`src/rtl/rsa_pkg.sv`:
```
package rsa_pkg;
  typedef enum logic {ST_IDLE, ST_FLUSH} rsa_state_e;
endpackage

```
`src/rtl/rsa_free_rank.sv`:
```
module rsa_free_rank #(
  parameter int N      = 8,
  parameter int CNT_W  = 4,
  parameter int PORT_W = 3
) (
  input  logic [N-1:0]        free_i,
  input  logic [CNT_W-1:0]    cnt_i,
  output logic [N-1:0]        grant_o,
  output logic [N*PORT_W-1:0] rank_o,
  output logic                enough_o
);
  logic [CNT_W-1:0] acc;

  always_comb begin
    acc     = '0;
    grant_o = '0;
    rank_o  = '0;
    for (int i = 0; i < N; i++) begin
      rank_o[i*PORT_W +: PORT_W] = acc[PORT_W-1:0];
      grant_o[i] = free_i[i] && (acc < cnt_i);
      acc = acc + CNT_W'(free_i[i]);
    end
    enough_o = (cnt_i != '0) && (acc >= cnt_i);
  end
endmodule

```
`src/rtl/rsa_owner_match.sv`:
```
module rsa_owner_match #(
  parameter int N     = 8,
  parameter int CTX_W = 2
) (
  input  logic [N-1:0]       busy_i,
  input  logic [N*CTX_W-1:0] owner_i,
  input  logic [CTX_W-1:0]   ctx_i,
  output logic [N-1:0]       match_o
);
  for (genvar i = 0; i < N; i++) begin : g_cmp
    assign match_o[i] = busy_i[i] && (owner_i[i*CTX_W +: CTX_W] == ctx_i);
  end
endmodule

```
`src/rtl/rsa_slot.sv`:
```
module rsa_slot #(
  parameter int CTX_W  = 2,
  parameter int PORT_W = 3
) (
  input  logic              clk,
  input  logic              rst_n,
  input  logic              set_i,
  input  logic              clr_i,
  input  logic [CTX_W-1:0]  owner_i,
  input  logic [PORT_W-1:0] port_i,
  output logic              busy_o,
  output logic [CTX_W-1:0]  owner_o,
  output logic [PORT_W-1:0] port_o
);
  always_ff @(posedge clk) begin
    if (!rst_n || clr_i) begin
      busy_o  <= 1'b0;
      owner_o <= '0;
      port_o  <= '0;
    end else if (set_i) begin
      busy_o  <= 1'b1;
      owner_o <= owner_i;
      port_o  <= port_i;
    end
  end
endmodule

```
`src/rtl/rsa_alloc_unit.sv`:
```
module rsa_alloc_unit #(
  parameter int NUM_RES      = 8,
  parameter int NUM_CTX      = 4,
  parameter int FLUSH_CYCLES = 3,
  localparam int CTX_W  = (NUM_CTX > 1) ? $clog2(NUM_CTX) : 1,
  localparam int PORT_W = (NUM_RES > 1) ? $clog2(NUM_RES) : 1,
  localparam int CNT_W  = $clog2(NUM_RES + 1)
) (
  input  logic                      clk,
  input  logic                      rst_n,
  input  logic                      req_valid,
  output logic                      req_ready,
  input  logic                      req_release,
  input  logic [CTX_W-1:0]          req_ctx,
  input  logic [CNT_W-1:0]          req_cnt,
  output logic                      rsp_valid,
  output logic                      rsp_ok,
  output logic [NUM_RES-1:0]        res_busy,
  output logic [NUM_RES*CTX_W-1:0]  res_owner,
  output logic [NUM_RES*PORT_W-1:0] res_port,
  output logic                      flush_active,
  output logic [NUM_RES-1:0]        flush_mask
);
  import rsa_pkg::*;

  localparam int FC_W = $clog2(FLUSH_CYCLES + 1);

  rsa_state_e           state;
  logic [FC_W-1:0]      fcnt;
  logic [NUM_RES-1:0]   mask_q;
  logic [NUM_RES-1:0]   owned, grant, set_v, clr_v;
  logic [NUM_RES*PORT_W-1:0] rank;
  logic                 enough, held, alloc_ok, accept, flush_done;

  assign req_ready  = (state == ST_IDLE);
  assign accept     = req_valid && req_ready;
  assign held       = |owned;
  assign alloc_ok   = !held && enough;
  assign flush_done = (state == ST_FLUSH) && (fcnt == '0);

  assign set_v = (accept && !req_release && alloc_ok) ? grant : '0;
  assign clr_v = flush_done ? mask_q : '0;

  assign flush_active = (state == ST_FLUSH);
  assign flush_mask   = mask_q;

  rsa_owner_match #(.N(NUM_RES), .CTX_W(CTX_W)) u_match (
    .busy_i(res_busy), .owner_i(res_owner), .ctx_i(req_ctx), .match_o(owned)
  );

  rsa_free_rank #(.N(NUM_RES), .CNT_W(CNT_W), .PORT_W(PORT_W)) u_rank (
    .free_i(~res_busy), .cnt_i(req_cnt), .grant_o(grant), .rank_o(rank),
    .enough_o(enough)
  );

  for (genvar i = 0; i < NUM_RES; i++) begin : g_slot
    rsa_slot #(.CTX_W(CTX_W), .PORT_W(PORT_W)) u_slot (
      .clk    (clk),
      .rst_n  (rst_n),
      .set_i  (set_v[i]),
      .clr_i  (clr_v[i]),
      .owner_i(req_ctx),
      .port_i (rank[i*PORT_W +: PORT_W]),
      .busy_o (res_busy[i]),
      .owner_o(res_owner[i*CTX_W +: CTX_W]),
      .port_o (res_port[i*PORT_W +: PORT_W])
    );
  end

  always_ff @(posedge clk) begin
    if (!rst_n) begin
      state     <= ST_IDLE;
      fcnt      <= '0;
      mask_q    <= '0;
      rsp_valid <= 1'b0;
      rsp_ok    <= 1'b0;
    end else begin
      rsp_valid <= 1'b0;
      if (accept) begin
        if (req_release) begin
          if (held) begin
            state  <= ST_FLUSH;
            fcnt   <= FC_W'(FLUSH_CYCLES - 1);
            mask_q <= owned;
          end else begin
            rsp_valid <= 1'b1;
            rsp_ok    <= 1'b1;
          end
        end else begin
          rsp_valid <= 1'b1;
          rsp_ok    <= alloc_ok;
        end
      end else if (state == ST_FLUSH) begin
        if (flush_done) begin
          state     <= ST_IDLE;
          mask_q    <= '0;
          rsp_valid <= 1'b1;
          rsp_ok    <= 1'b1;
        end else begin
          fcnt <= fcnt - 1'b1;
        end
      end
    end
  end
endmodule

```
`config.mk`:
```
export PLATFORM = sky130hd
export DESIGN_NAME = rsa_alloc_unit
export DESIGN_NICKNAME = d
export VERILOG_FILES = /design/src/rtl/rsa_pkg.sv /design/src/rtl/rsa_free_rank.sv /design/src/rtl/rsa_owner_match.sv /design/src/rtl/rsa_slot.sv /design/src/rtl/rsa_alloc_unit.sv
export SDC_FILE = /design/constraint.sdc
export NUM_CORES = 1
export LEC_CHECK = 0
export BUFFER_PORTS_ARGS = -buffer_cell sky130_fd_sc_hd__clkbuf_2
export CAP_MARGIN = 0
export CORE_MARGIN = 2
export CORE_UTILIZATION = 55
export CTS_BUF_LIST = sky130_fd_sc_hd__clkbuf_16
export DETAILED_ROUTE_END_ITERATION = 10
export HOLD_SLACK_MARGIN = 0.12
export MAX_ROUTING_LAYER = met4
export PLACE_DENSITY = 0.85
export RECOVER_POWER = 100
export SLEW_MARGIN = 5
export SYNTH_ARGS = -nofsm -noshare
export SYNTH_HDL_FRONTEND = slang
export SYNTH_SLANG_ARGS = --single-unit
```
`constraint.sdc`:
```
create_clock -name clk -period 6.45 [get_ports clk]
set_clock_uncertainty 0.2 [all_clocks]
set_input_delay 1.6125 -clock clk [delete_from_list [all_inputs] [get_ports clk]]
set_output_delay 1.6125 -clock clk [all_outputs]
set_load 0.01 [all_outputs]
```
After elaboration in Yosys (flattened, before gate mapping)
Cells that the tools add are included.
{"block": "word_totals", "register_bits": 56, "out_inout_bits": 60, "wordCells": 128}
{"block": "op_classes", "n_addsub": 8, "n_lt_le_gt_ge": 9, "eq_ne": 12, "mux": 27, "bitwise_logic": 2, "n_reduce_logical": 42}
{"operator": "$mux W8", "n": 7}
{"operator": "$add A4 B1 Y4", "n": 6}
{"operator": "$lt A4 B4 Y1", "n": 6}
{"operator": "$logic_and A1 B1 Y1", "n": 22}
{"operator": "$eq A2 B2 Y1", "n": 8}
{"operator": "$mux W1", "n": 15}
{"operator": "$mux W2", "n": 5}
{"operator": "$logic_or A1 B1 Y1", "n": 8}
{"operator": "$not A8 Y8", "n": 1}
{"operator": "$reduce_and A4 Y1", "n": 2}
{"operator": "$reduce_or A8 Y1", "n": 1}
{"operator": "$ne A2 B2 Y1 const B", "n": 3}
{"operator": "$ge A4 B4 Y1", "n": 1}
{"operator": "$lt A1 B4 Y1", "n": 1}
{"operator": "$lt A1 B4 Y1 const A", "n": 1}
{"operator": "$reduce_bool A2 Y1", "n": 2}
{"operator": "$reduce_bool A4 Y1", "n": 1}
{"operator": "$logic_not A1 Y1", "n": 3}
{"operator": "$ne A3 B3 Y1 const B", "n": 1}
{"operator": "$reduce_and A3 Y1", "n": 1}
{"operator": "$add A1 B1 Y2", "n": 1}
{"operator": "$logic_not A2 Y1", "n": 1}
{"operator": "$reduce_and A2 Y1", "n": 1}
{"operator": "$sub A2 B1 Y2 const B", "n": 1}
{"operator": "$not A1 Y1", "n": 1}

Depth between registers and ports, before layout
Gate-level depths: netlist (run 1).
{"block": "logic_depth", "ltp_word": 13, "depth_mapped": 20}

Cells and area by module
A second synthesis (run 1) with hierarchy kept.
{"block": "hier_totals", "hier_cells": 393, "hier_area_um2": 3734.8}
{"module": "rsa_slot", "instances": 8, "cells_per_inst": 20, "area_per_inst_um2": 214.0, "seq_area_each_um2": 120.1}
{"module": "rsa_free_rank", "instances": 1, "cells_per_inst": 113, "area_per_inst_um2": 1018.5, "seq_area_each_um2": 0.0}
{"module": "rsa_alloc_unit", "instances": 1, "cells_per_inst": 94, "area_per_inst_um2": 792.0, "seq_area_each_um2": 260.2}
{"module": "rsa_owner_match", "instances": 1, "cells_per_inst": 26, "area_per_inst_um2": 212.7, "seq_area_each_um2": 0.0}

Worst setup path after synthesis (run 1)
OpenSTA, ideal clock, no wires.
{"block": "synth_path", "path_type": "reg-to-reg", "from": "reg g_slot[0].u_slot.busy_o", "to": "reg g_slot[6].u_slot.port_o[2]", "setup_ps": 122, "t_arrival_ps": 4380, "path_slack_ps": 1748, "stages_incl_launch_ff": 19, "n_path_buf": 2, "period_less_slack_ps": 4702, "cell_sequence": "dfxtp_1 inv_1 fa_1 ha_1 ha_1 ha_1 ha_1 ha_1 ha_1 xor2_1 ha_1 o21ai_0 nand2b_1 nand4b_1 or3_1 buf_6 buf_6 nor3_2 nor3_1"}
{"block": "synth_between", "elab_chain_len": 13, "elab_cells_between_ends": 18, "classes_between": "7 x add/sub; 2 x order compare; 1 x mux; 1 x bitwise; 7 x reduce/logical"}
{"element": "start: declaration", "line_no": "rsa_slot.sv:11", "text": "output logic busy_o,"}
{"element": "start signal: assignment", "line_no": "rsa_slot.sv:17", "text": "busy_o <= 1'b0;"}
{"element": "start signal: assignment", "line_no": "rsa_slot.sv:21", "text": "busy_o <= 1'b1;"}
{"element": "$not A8 Y8", "line_no": "rsa_alloc_unit.sv:52", "text": ".free_i(~res_busy), .cnt_i(req_cnt), .grant_o(grant), .rank_o(rank),"}
{"element": "net g_slot[1].u_slot.port_i[0]", "line_no": "rsa_slot.sv:10", "text": "input logic [PORT_W-1:0] port_i,"}
{"element": "$add A1 B1 Y2", "line_no": "rsa_free_rank.sv:21", "text": "acc = acc + CNT_W'(free_i[i]);"}
{"element": "$add A4 B1 Y4", "line_no": "rsa_free_rank.sv:21"}
{"element": "net g_slot[3].u_slot.port_i[0]", "line_no": "rsa_slot.sv:10"}
{"element": "$add A4 B1 Y4", "line_no": "rsa_free_rank.sv:21"}
{"element": "net g_slot[4].u_slot.port_i[1]", "line_no": "rsa_slot.sv:10"}
{"element": "$add A4 B1 Y4", "line_no": "rsa_free_rank.sv:21"}
{"element": "net g_slot[5].u_slot.port_i[1]", "line_no": "rsa_slot.sv:10"}
{"element": "[... 1 more ...]"}
{"element": "net g_slot[6].u_slot.port_i[1]", "line_no": "rsa_slot.sv:10"}
{"element": "$add A4 B1 Y4", "line_no": "rsa_free_rank.sv:21"}
{"element": "net g_slot[7].u_slot.port_i[1]", "line_no": "rsa_slot.sv:10"}
{"element": "$add A4 B1 Y4", "line_no": "rsa_free_rank.sv:21"}
{"element": "$ge A4 B4 Y1", "line_no": "rsa_free_rank.sv:23", "text": "enough_o = (cnt_i != '0) && (acc >= cnt_i);"}
{"element": "$logic_and A1 B1 Y1", "line_no": "rsa_free_rank.sv:23"}
{"element": "$logic_and A1 B1 Y1", "line_no": "rsa_alloc_unit.sv:38", "text": "assign alloc_ok = !held && enough;"}
{"element": "$logic_and A1 B1 Y1", "line_no": "rsa_alloc_unit.sv:41", "text": "assign set_v = (accept && !req_release && alloc_ok) ? grant : '0;"}
{"element": "$mux W8", "line_no": "rsa_alloc_unit.sv:41"}
{"element": "end signal: assignment", "line_no": "rsa_slot.sv:23", "text": "port_o <= port_i;"}
{"element": "end: declaration", "line_no": "rsa_slot.sv:13", "text": "output logic [PORT_W-1:0] port_o"}
The timed path passes the listed nets, and every way through them passes these cells.
A chain may end at the register's enable or synchronous reset.

Worst setup path in the final report (run 1)
{"block": "layout_path", "from": "reg g_slot[0].u_slot.busy_o", "to": "reg g_slot[4].u_slot.port_o[2]"}
{"block": "layout_between", "elab_chain_len": 13, "elab_cells_between_ends": 18, "classes_between": "7 x add/sub; 2 x order compare; 1 x mux; 1 x bitwise; 7 x reduce/logical"}
{"element": "$not A8 Y8 *", "line_no": "rsa_alloc_unit.sv:52"}
{"element": "net g_slot[1].u_slot.port_i[0]", "line_no": "rsa_slot.sv:10"}
{"element": "$add A1 B1 Y2 *", "line_no": "rsa_free_rank.sv:21"}
{"element": "$add A4 B1 Y4 *", "line_no": "rsa_free_rank.sv:21"}
{"element": "net g_slot[3].u_slot.port_i[0]", "line_no": "rsa_slot.sv:10"}
{"element": "$add A4 B1 Y4 *", "line_no": "rsa_free_rank.sv:21"}
{"element": "net g_slot[4].u_slot.port_i[1]", "line_no": "rsa_slot.sv:10"}
{"element": "$add A4 B1 Y4 (4 in a row)", "line_no": "rsa_free_rank.sv:21"}
{"element": "$ge A4 B4 Y1", "line_no": "rsa_free_rank.sv:23"}
{"element": "$logic_and A1 B1 Y1", "line_no": "rsa_free_rank.sv:23"}
{"element": "$logic_and A1 B1 Y1", "line_no": "rsa_alloc_unit.sv:38"}
{"element": "$logic_and A1 B1 Y1", "line_no": "rsa_alloc_unit.sv:41"}
{"element": "$mux W8 *", "line_no": "rsa_alloc_unit.sv:41"}
{"element": "end signal: assignment", "line_no": "rsa_slot.sv:23"}
{"element": "end: declaration", "line_no": "rsa_slot.sv:13"}
The timed path passes the listed nets; every way through them passes the cells marked *.

==> results.md, run 1 <==
- The worst path needs 5750 ps of the cycle, external delays included.
- The met1 wire length is 3580 microns.
- The post-route cell area is approximately 3700 sq um.
- Fill cells in the final layout number 523.
- The slowest stage of the critical path is the sky130_fd_sc_hd__nor3_1 cell.
- The worst-case headroom to the max-slew limit is approximately a quarter.
- The critical path is of the reg -> reg type.
- The count of buffer and inverter cells on the critical path is 2.
- Wire segments on met3 add up to between 400 and 500 microns in the final route.
- After synthesis, the netlist uses 47 different library cells.
- By area the synthesized netlist is led by sky130_fd_sc_hd__dfxtp_1 33%, sky130_fd_sc_hd__ha_1 12%, sky130_fd_sc_hd__nand3_1 5.5%.
- Data on the critical path is required at its endpoint by ~6500 ps.
- The leakage power is ~0.0014 uW.
- The clock network is responsible for approximately 17% of the overall power.
- The final weighted congestion in routability-driven placement is 0.865.
- The overall global routing resource usage is around a quarter.
- The number of antenna violations at the first check in global routing is 0.
- Synthesis produced roughly 380 cells.
- The root buffer cell chosen for the clock tree is sky130_fd_sc_hd__clkbuf_16.
- The total negative slack for setup checks is 0 ps.
- Clock tree synthesis found a total of between 50 and 60 sinks.
- The combinational power share is a little under two thirds.
- The final clock period utilization by the worst path is around nine tenths.
- The share of total power dissipated in sequential elements is 19.7%.
- The quantity of gates resized following cts is 0.
- During I/O placement, the number of pins put on the boundary was 70.
- The initial core utilization is a little under three fifths.
- The signal on the critical path passes through inv_1, fa_1, ha_1, ha_1, ha_1, xor2_1, xnor2_2, xor2_1, nand3_1, xnor2_1, xnor2_1, ha_1, o21ai_0, nand2b_1, nand4b_1, nor3_1, buf_4, a21oi_1, nor3_1.
- The first-pass GRT wire length is roughly 13000 microns.
- OpenSTA, run right after detailed placement, puts the worst setup slack at 953 ps.
- After detailed routing, the average wire length per cell comes to about 16 microns.
- The floorplan core area is 5920 sq um.
- The synthesis-stage register bit count is 55.
- The path category of the worst min-delay check is reg -> reg.
- The synthesized netlist occupies a cell area of roughly 3300 sq um.
- The row count is 28.
- Net switching is 46.7% of the power.
- The fmax is between 150 and 200 MHz.
- Entering global routing, the biggest net connects 29 pins.
- Including well taps, the total number of placed cells is between 400 and 500.
- Once placement finished, the instance area stood at 3580 sq um.
- The post-detailed-route count of antenna-violating nets is 0.
- The die extent in x is approximately 80 microns.
- The power density over cell area is 569 nW/um^2.
- Buffers inserted to repair hold after CTS numbered 0.
- The cell family contributing the most delay on the critical path is adder cells.
- Among the stages of the critical path, the cell type that occurs most often is sky130_fd_sc_hd__ha_1.
- The maximum ir drop on the vdd rail is 0.000363 V.
- The flow ran to the end, and the final reports show no timing, DRC or antenna violations.
- Among all flip-flop cells after synthesis, the most frequent one is sky130_fd_sc_hd__dfxtp_1.
- Averaged over all synthesized cells, the footprint is approximately 8.9 sq um.
- Setup repair after global routing left no endpoint under its margin.
- After legalization and detailed placement, the total HPWL measured between 5000 and 6000 microns.
- The total congestion overflow is 0.
- The cell internal power dissipation is between 1000 and 1500 uW.
- The part of the Yosys area used for sequential elements is between 30% and 40%.
- The tool flagged a number of max-cap violations equal to 0.
- The synthesis-to-finish area growth is 9.00%.
- The clock latency on the worst-skew pair is ~300 ps.
- The via count of the first global-routing pass is around 2700.
- Counting flops with a built-in enable in the synthesized netlist gives 0.
- The critical-path maximum fanout is 24.
- After detailed routing, the number of remaining DRC violations is 0.
- The kind of capture point of the worst setup path is a register.
- The number of detailed-routing iterations run before antenna repair is 5.
- The routed layout has about 3000 vias.
- The slew at the pin with the worst max-slew slack is 1110 ps.
- The worst setup path is launched from a register.
- In the post-route analysis, the smallest setup slack over all paths is ~700 ps.
- The clock-pin slew on the worst setup and hold paths is ~70 ps.
- The net count of the finished layout is ~470.
- The post-CTS setup buffer count is 0.
- The delay contributed by the slowest stage of the critical path is about 640 ps.
- The repair_antennas step left the layout with diodes totalling 0.
- The die covers 6730 sq um.
- The die is between 80 and 90 microns tall.
- The max-slew violation total from the final report was 0.
- The share of synthesized flip-flops with an asynchronous set or reset is 0%.
- The final cell count without fillers is 501.
- The detailed router used layers up to and including met4.
- The longest clock path from root to sink contains 2 buffers.
- The number of clock buffers added by TritonCTS is 5.
- The number of warning messages in the yosys log is 0.
- The layout cell share with drive strength beyond 1 is between 6 and 7%.
- The setup violation total in the final timing report is 0.
- The worst endpoint data arrival time is about 5800 ps.
- The smallest hold slack is approximately 280 ps.
- The wire length on met2 is 3970 microns.
- The port buffer count is 63.
- Of the post-synthesis cell area, the dominant cell type holds ~33%.
- The largest area contributor in the synthesized netlist is sky130_fd_sc_hd__dfxtp_1.
- The power dissipated by switching net loads is slightly below 1000 uW.
- TritonCTS built the clock tree.
- After the first detailed-routing iteration, the DRC count stood at ~190.
- The overall routed net length is 8130 microns.
- Using the TritonRoute via totals, the vias-per-cell ratio works out to 5.95.
- In this run the number of H-tree levels came out at 2.
- The final hold violation count was 0.
[synth_stat cells, types with 3 or more instances]
| library cell | number |
|---|---|
| sky130_fd_sc_hd__dfxtp_1 | 55 |
| sky130_fd_sc_hd__nand3_1 | 37 |
| sky130_fd_sc_hd__a21oi_1 | 32 |
| sky130_fd_sc_hd__ha_1 | 31 |
| sky130_fd_sc_hd__nor2_1 | 24 |
| sky130_fd_sc_hd__xnor2_1 | 20 |
| sky130_fd_sc_hd__nand2_1 | 18 |
| sky130_fd_sc_hd__o21ai_1 | 17 |
| sky130_fd_sc_hd__inv_1 | 16 |
| sky130_fd_sc_hd__buf_4 | 14 |
| sky130_fd_sc_hd__nand2b_1 | 10 |
| sky130_fd_sc_hd__a21o_1 | 8 |
| sky130_fd_sc_hd__o21ai_0 | 8 |
| sky130_fd_sc_hd__o2bb2ai_1 | 8 |
| sky130_fd_sc_hd__buf_6 | 7 |
| sky130_fd_sc_hd__mux2i_1 | 6 |
| sky130_fd_sc_hd__a211o_1 | 5 |
| sky130_fd_sc_hd__a211oi_1 | 5 |
| sky130_fd_sc_hd__nor3_1 | 5 |
| sky130_fd_sc_hd__and2_1 | 4 |
| sky130_fd_sc_hd__a21boi_1 | 3 |
| sky130_fd_sc_hd__buf_2 | 3 |
| sky130_fd_sc_hd__nor3_2 | 3 |
| sky130_fd_sc_hd__o21a_1 | 3 |
| sky130_fd_sc_hd__o31ai_1 | 3 |
[path summary, 6_finish.rpt]
| path | startpoint | end | slack, ps | cells after the start |
|---|---|---|---|---|
| max | g_slot[0].u_slot.busy_o$_SDFFE_PP0P_ | g_slot[4].u_slot.port_o[2]$_SDFFE_PP0P_ | 700 | 19 |
| min | g_slot[3].u_slot.port_o[2]$_SDFFE_PP0P_ | g_slot[3].u_slot.port_o[2]$_SDFFE_PP0P_ | 280 | 2 |
| max reg2reg | g_slot[0].u_slot.busy_o$_SDFFE_PP0P_ | g_slot[4].u_slot.port_o[2]$_SDFFE_PP0P_ | 700 | 19 |
| min reg2reg | g_slot[3].u_slot.port_o[2]$_SDFFE_PP0P_ | g_slot[3].u_slot.port_o[2]$_SDFFE_PP0P_ | 280 | 2 |
[area by class of cell]
type	instances	area, sq um	share of cell area [%]
multi-input combinational	283	1950	53.4
clock buffer	5	125	3.43
tap	75	93.8	2.57
sequential	55	1100	30.2
timing repair buffer	64	254	6.96
clock inverter	3	67.6	1.85
inverter	16	60.1	1.64
[layout by cell type (no fill, tap or decap), drive strengths merged, types with 2 or more instances in the layout]
cell and n:
clkbuf 68, dfxtp 55, nand3 39, a21oi 32, ha 31, o21ai 25, nor2 24, xnor2 21
nand2 18, inv 16, nand2b 10, a21o 8, o2bb2ai 8, nor3 8, mux2i 6, conb 6
a211o 5, a211oi 5, a21boi 4, xor2 4, nor4 4, and2 4, o31ai 3, o21a 3
a31oi 2, bufinv 2, nand4 2
[state kept, by name, indices dropped and copies added (netlist names)]
name	cells
g_slot.u_slot.busy_o	8
rsp_ok	1
fcnt	2
g_slot.u_slot.owner_o	16
flush_mask	8
g_slot.u_slot.port_o	18
flush_active	1
rsp_valid	1
[power groups by stage]
stage	logic (uW)	clock network, uW	registers [uW]
finish	1320	346	410
global route	1460	361	414
CTS	1340	347	410
detailed placement	1300	0	418
global placement	1240	0	416
floorplan	1080	0	426
[kinds of logic after synthesis]
group                    share of synthesized area [%]
flip-flops                                        32.9
multiplexers                                      1.79
AND/OR/NAND/NOR                                   19.3
AO/OA/AOI/OAI                                     18.6
other                                            0.112
XOR/XNOR                                          7.21
adder cells (fa/ha/maj)                           12.2
buffers and inverters                             7.96
[tightest hold or removal path, cell delays in order (launching register included)]
cell                       delay [ps]
sky130_fd_sc_hd__dfxtp_1          310
sky130_fd_sc_hd__nand2b_1          60
sky130_fd_sc_hd__a21oi_1           60
[routing by layer]
layer	vias to the layer above	track usage (%)
met4	0	6.33
met3	16	4.29
met1	1425	32.0
met2	111	42.4
li1	1427	-
met5	-	-
[metrics by stage]
stage          util (%)  total power (uW)
2_1_floorplan         -              1500
3_3_place_gp       60.5              1660
3_5_place_dp       60.5              1720
4_1_cts            63.8              2100
5_1_grt            61.7              2240
6_report           61.7              2080
(Power assumes the default switching activity.)
==> inputs of run 2 (changes only) <==
CORE_UTILIZATION = 50   (was 55)
PLACE_DENSITY = 0.79   (was 0.85)
==> results.md, run 2 (synthesis results as in run 1) <==
- The flow ran to the end, but the final reports show violations.
- The final reports fail on design-rule violations.
- Counting along the longest clock path gives a buffer depth of 2.
- The path depth of the worst reg2reg path is 19.
- The number of antenna diodes in the final layout is 0.
- In this run, post-CTS repair resized a total of 0 instances.
- The capture endpoint of the worst hold path is g_slot[3].u_slot.port_o[2]$_SDFFE_PP0P_.
- The setup path with the least slack is of type reg -> reg.
- The net count of the finished layout is between 400 and 500.
- In this run, the number of DRC markers left after iteration 0 of detailed routing was approximately 180.
- At the pin with the least slew margin, the transition time is around 1000 ps.
- The master cell of the clock root buffer is sky130_fd_sc_hd__clkbuf_16.
- The required time of the critical path is about 6500 ps.
- The power density over cell area is about 550 nW/um^2.
- After clock tree synthesis, the clock-pin slew on the worst setup and hold paths is around 70 ps.
- Timing would allow up to about 180 MHz.
- The number of buffers created by CTS is 5.
- STA classifies the critical path startpoint as a register.
- For the final routed database, the setup TNS stands at 0 ps.
- The hold path startpoint is g_slot[3].u_slot.port_o[2]$_SDFFE_PP0P_.
- The post-detailed-route count of antenna-violating nets is 0.
- Subtracting the final worst setup slack from the clock period gives 5700 ps.
- The cts-stage hold buffer count is 0.
- STA classifies the critical path endpoint as a register.
- Setup repair after global routing left no endpoint under its margin.
- The path class of the tightest hold or removal check is reg -> reg.
- The routed layout has around 2900 vias.
- The clock tree from TritonCTS is done.
- The largest registers in the layout are g_slot.u_slot.port_o (18), g_slot.u_slot.owner_o (16).
- Entering global routing, the biggest net connects 29 pins.
- The first global-routing pass estimated around 13000 microns of wire.
- The residual DRC count is 5.
- The number of antenna violations at the first check in global routing is 0.
- The wire length per cell is 15.9 microns.
- The final hold violation count is 0.
- The overall global routing resource usage is around 22%.
- The total overflow left after global routing is 0.
- Detailed placement ended at an HPWL of roughly 6000 microns.
- From left edge to right edge, the die measures about 86 microns.
- The maximum ir drop on the vdd rail is 0.000294 V.
- Buffers placed on the I/O ports in this run total 63.
- Leaving out fill and tap cells, the most frequent cells in the layout are 55 x sky130_fd_sc_hd__dfxtp_1, 55 x sky130_fd_sc_hd__clkbuf_1, 37 x sky130_fd_sc_hd__nand3_1, 32 x sky130_fd_sc_hd__a21oi_1, 31 x sky130_fd_sc_hd__ha_1.
- The final clock period utilization by the worst path is 88.4%.
- In this run the register-to-register setup slack is around 750 ps.
- The max-slew violation total from the final report is 0.
- The via-per-instance ratio is between 5 and 6.
- Summed over all layers, the routed wires come to about 8000 microns.
- The synthesis-to-finish area growth is 8.37%.
- More flip-flops sit in one register than any other, and that register is g_slot.u_slot.port_o.
- In this run the standard cell core region covers roughly 6400 sq um.
- After floorplanning, the core was divided into 29 placement rows.
- The die covers 7370 sq um.
- The worst-case headroom to the max-slew limit is between 30% and 40%.
- The cell total after placement is between 400 and 500.
- Pin placement for this block handled 70 I/O pins.
- The worst endpoint data arrival time is about 5700 ps.
- The layout cell share with drive strength beyond 1 is 6.32%.
- The setup violation total in the final timing report is 0.
- The critical register-to-register path startpoint is g_slot[0].u_slot.busy_o$_SDFFE_PP0P_.
- The congestion estimate from routability-driven global placement came to a little over 0.9.
- The number of detailed-routing iterations run before antenna repair is 8.
- The deepest level of the CTS H-tree is 2.
- The flip-flop count of the largest register after layout is 18.
- The initial core utilization is between 50% and 60%.
- For this design the static power due to leakage is around 0.0014 uW.
- CTS saw 55 sinks.
- The clock latency on the worst-skew pair is between 200 and 300 ps.
- The number of instances on the worst hold path is 2.
- The count of cells in the finished layout, fillers not included, comes to 504.
- The die is 85.8 microns tall.
- In this run the post-CTS setup repair buffer count came out at 0.
- The end of the worst register-to-register path is g_slot[4].u_slot.port_o[0]$_SDFFE_PP0P_.
- The via count of the first global-routing pass is 2634.
- Max-cap violations in this run came to 0.
- The critical-path maximum fanout is 12.
- The number of fill cells is 630.
==> run 2: cell count changes in the layout (fill, tap and decap cells not counted) <==
cell | previous run | this run
sky130_fd_sc_hd__xnor2_1 | 20 | 21
sky130_fd_sc_hd__clkinv_2 | 0 | 1
sky130_fd_sc_hd__xnor2_2 | 1 | 0
sky130_fd_sc_hd__clkinvlp_4 | 1 | 0
sky130_fd_sc_hd__bufinv_16 | 2 | 1
sky130_fd_sc_hd__buf_4 | 1 | 2
sky130_fd_sc_hd__clkinv_4 | 0 | 1
==> run 2: per-stage QoR <==
| step | worst slack (ps) | cell area [sq um] | power, uW | util (%) | hold WS, ps |
|---|---|---|---|---|---|
| 3_5_place_dp | 962 | 3590 | 1720 | 56.0 | 266 |
| 6_report | 749 | 3630 | 2000 | 56.5 | 275 |
| 5_1_grt | 309 | 3630 | 2170 | 56.5 | 295 |
| 4_1_cts | 878 | 3760 | 2040 | 58.6 | 276 |
| 2_1_floorplan | 1750 | 3370 | 1500 | - | 295 |
| 3_3_place_gp | 1140 | 3590 | 1680 | 56.0 | 261 |
==> run 2: how the worst max path moves through the flow <==
| stage | start | to | slack [ps] | cells after the start |
|---|---|---|---|---|
| finish | g_slot[0].u_slot.busy_o$_SDFFE_PP0P_ | g_slot[4].u_slot.port_o[0]$_SDFFE_PP0P_ | 750 | 19 |
| floorplan | g_slot[0].u_slot.busy_o$_SDFFE_PP0P_ | g_slot[6].u_slot.port_o[2]$_SDFFE_PP0P_ | 1750 | 18 |
| global placement | g_slot[0].u_slot.busy_o$_SDFFE_PP0P_ | g_slot[2].u_slot.busy_o$_SDFFE_PP0P_ | 1140 | 14 |
| CTS | g_slot[0].u_slot.busy_o$_SDFFE_PP0P_ | g_slot[2].u_slot.busy_o$_SDFFE_PP0P_ | 880 | 15 |
| global route | g_slot[0].u_slot.busy_o$_SDFFE_PP0P_ | g_slot[4].u_slot.port_o[2]$_SDFFE_PP0P_ | 310 | 19 |
| detailed placement | g_slot[0].u_slot.busy_o$_SDFFE_PP0P_ | g_slot[2].u_slot.busy_o$_SDFFE_PP0P_ | 960 | 14 |
==> run 2: power breakdown <==
group / switching [uW] / total (uW) / internal (uW)
combinational: 773 / 1280 / 502
clock: 130 / 313 / 184
sequential: 27.5 / 410 / 383
==> run 2: area by class of cell <==
class | count | area, sq um | area share [%]
clock inverter | 3 | 43.8 | 1.21
inverter | 16 | 60.1 | 1.65
sequential | 55 | 1100 | 30.3
timing repair buffer | 65 | 262 | 7.20
clock buffer | 5 | 125 | 3.45
multi-input combinational | 283 | 1940 | 53.5
tap | 77 | 96.3 | 2.65
==> run 2: worst max-delay path, stage by stage, from the launching register on <==
cell	delay, ps
sky130_fd_sc_hd__dfxtp_1	490
sky130_fd_sc_hd__inv_1	150
sky130_fd_sc_hd__fa_1	540
sky130_fd_sc_hd__ha_1	220
sky130_fd_sc_hd__ha_1	340
sky130_fd_sc_hd__ha_1	230
sky130_fd_sc_hd__xor2_1	150
sky130_fd_sc_hd__xnor2_1	330
sky130_fd_sc_hd__xor2_1	450
sky130_fd_sc_hd__xor2_2	290
sky130_fd_sc_hd__nand3_1	140
sky130_fd_sc_hd__xnor2_1	150
sky130_fd_sc_hd__ha_1	270
sky130_fd_sc_hd__o21ai_0	70
sky130_fd_sc_hd__nand2b_1	120
sky130_fd_sc_hd__nand4b_1	160
sky130_fd_sc_hd__nor3_1	730
sky130_fd_sc_hd__buf_4	330
sky130_fd_sc_hd__nand3_1	110
sky130_fd_sc_hd__a21oi_1	170
==> run 2: per-layer routing <==
layer	track usage, %	routed length (microns)
met4	5.77	87
met1	28.8	3760
met5	-	0
met2	35.5	3750
met3	3.66	401
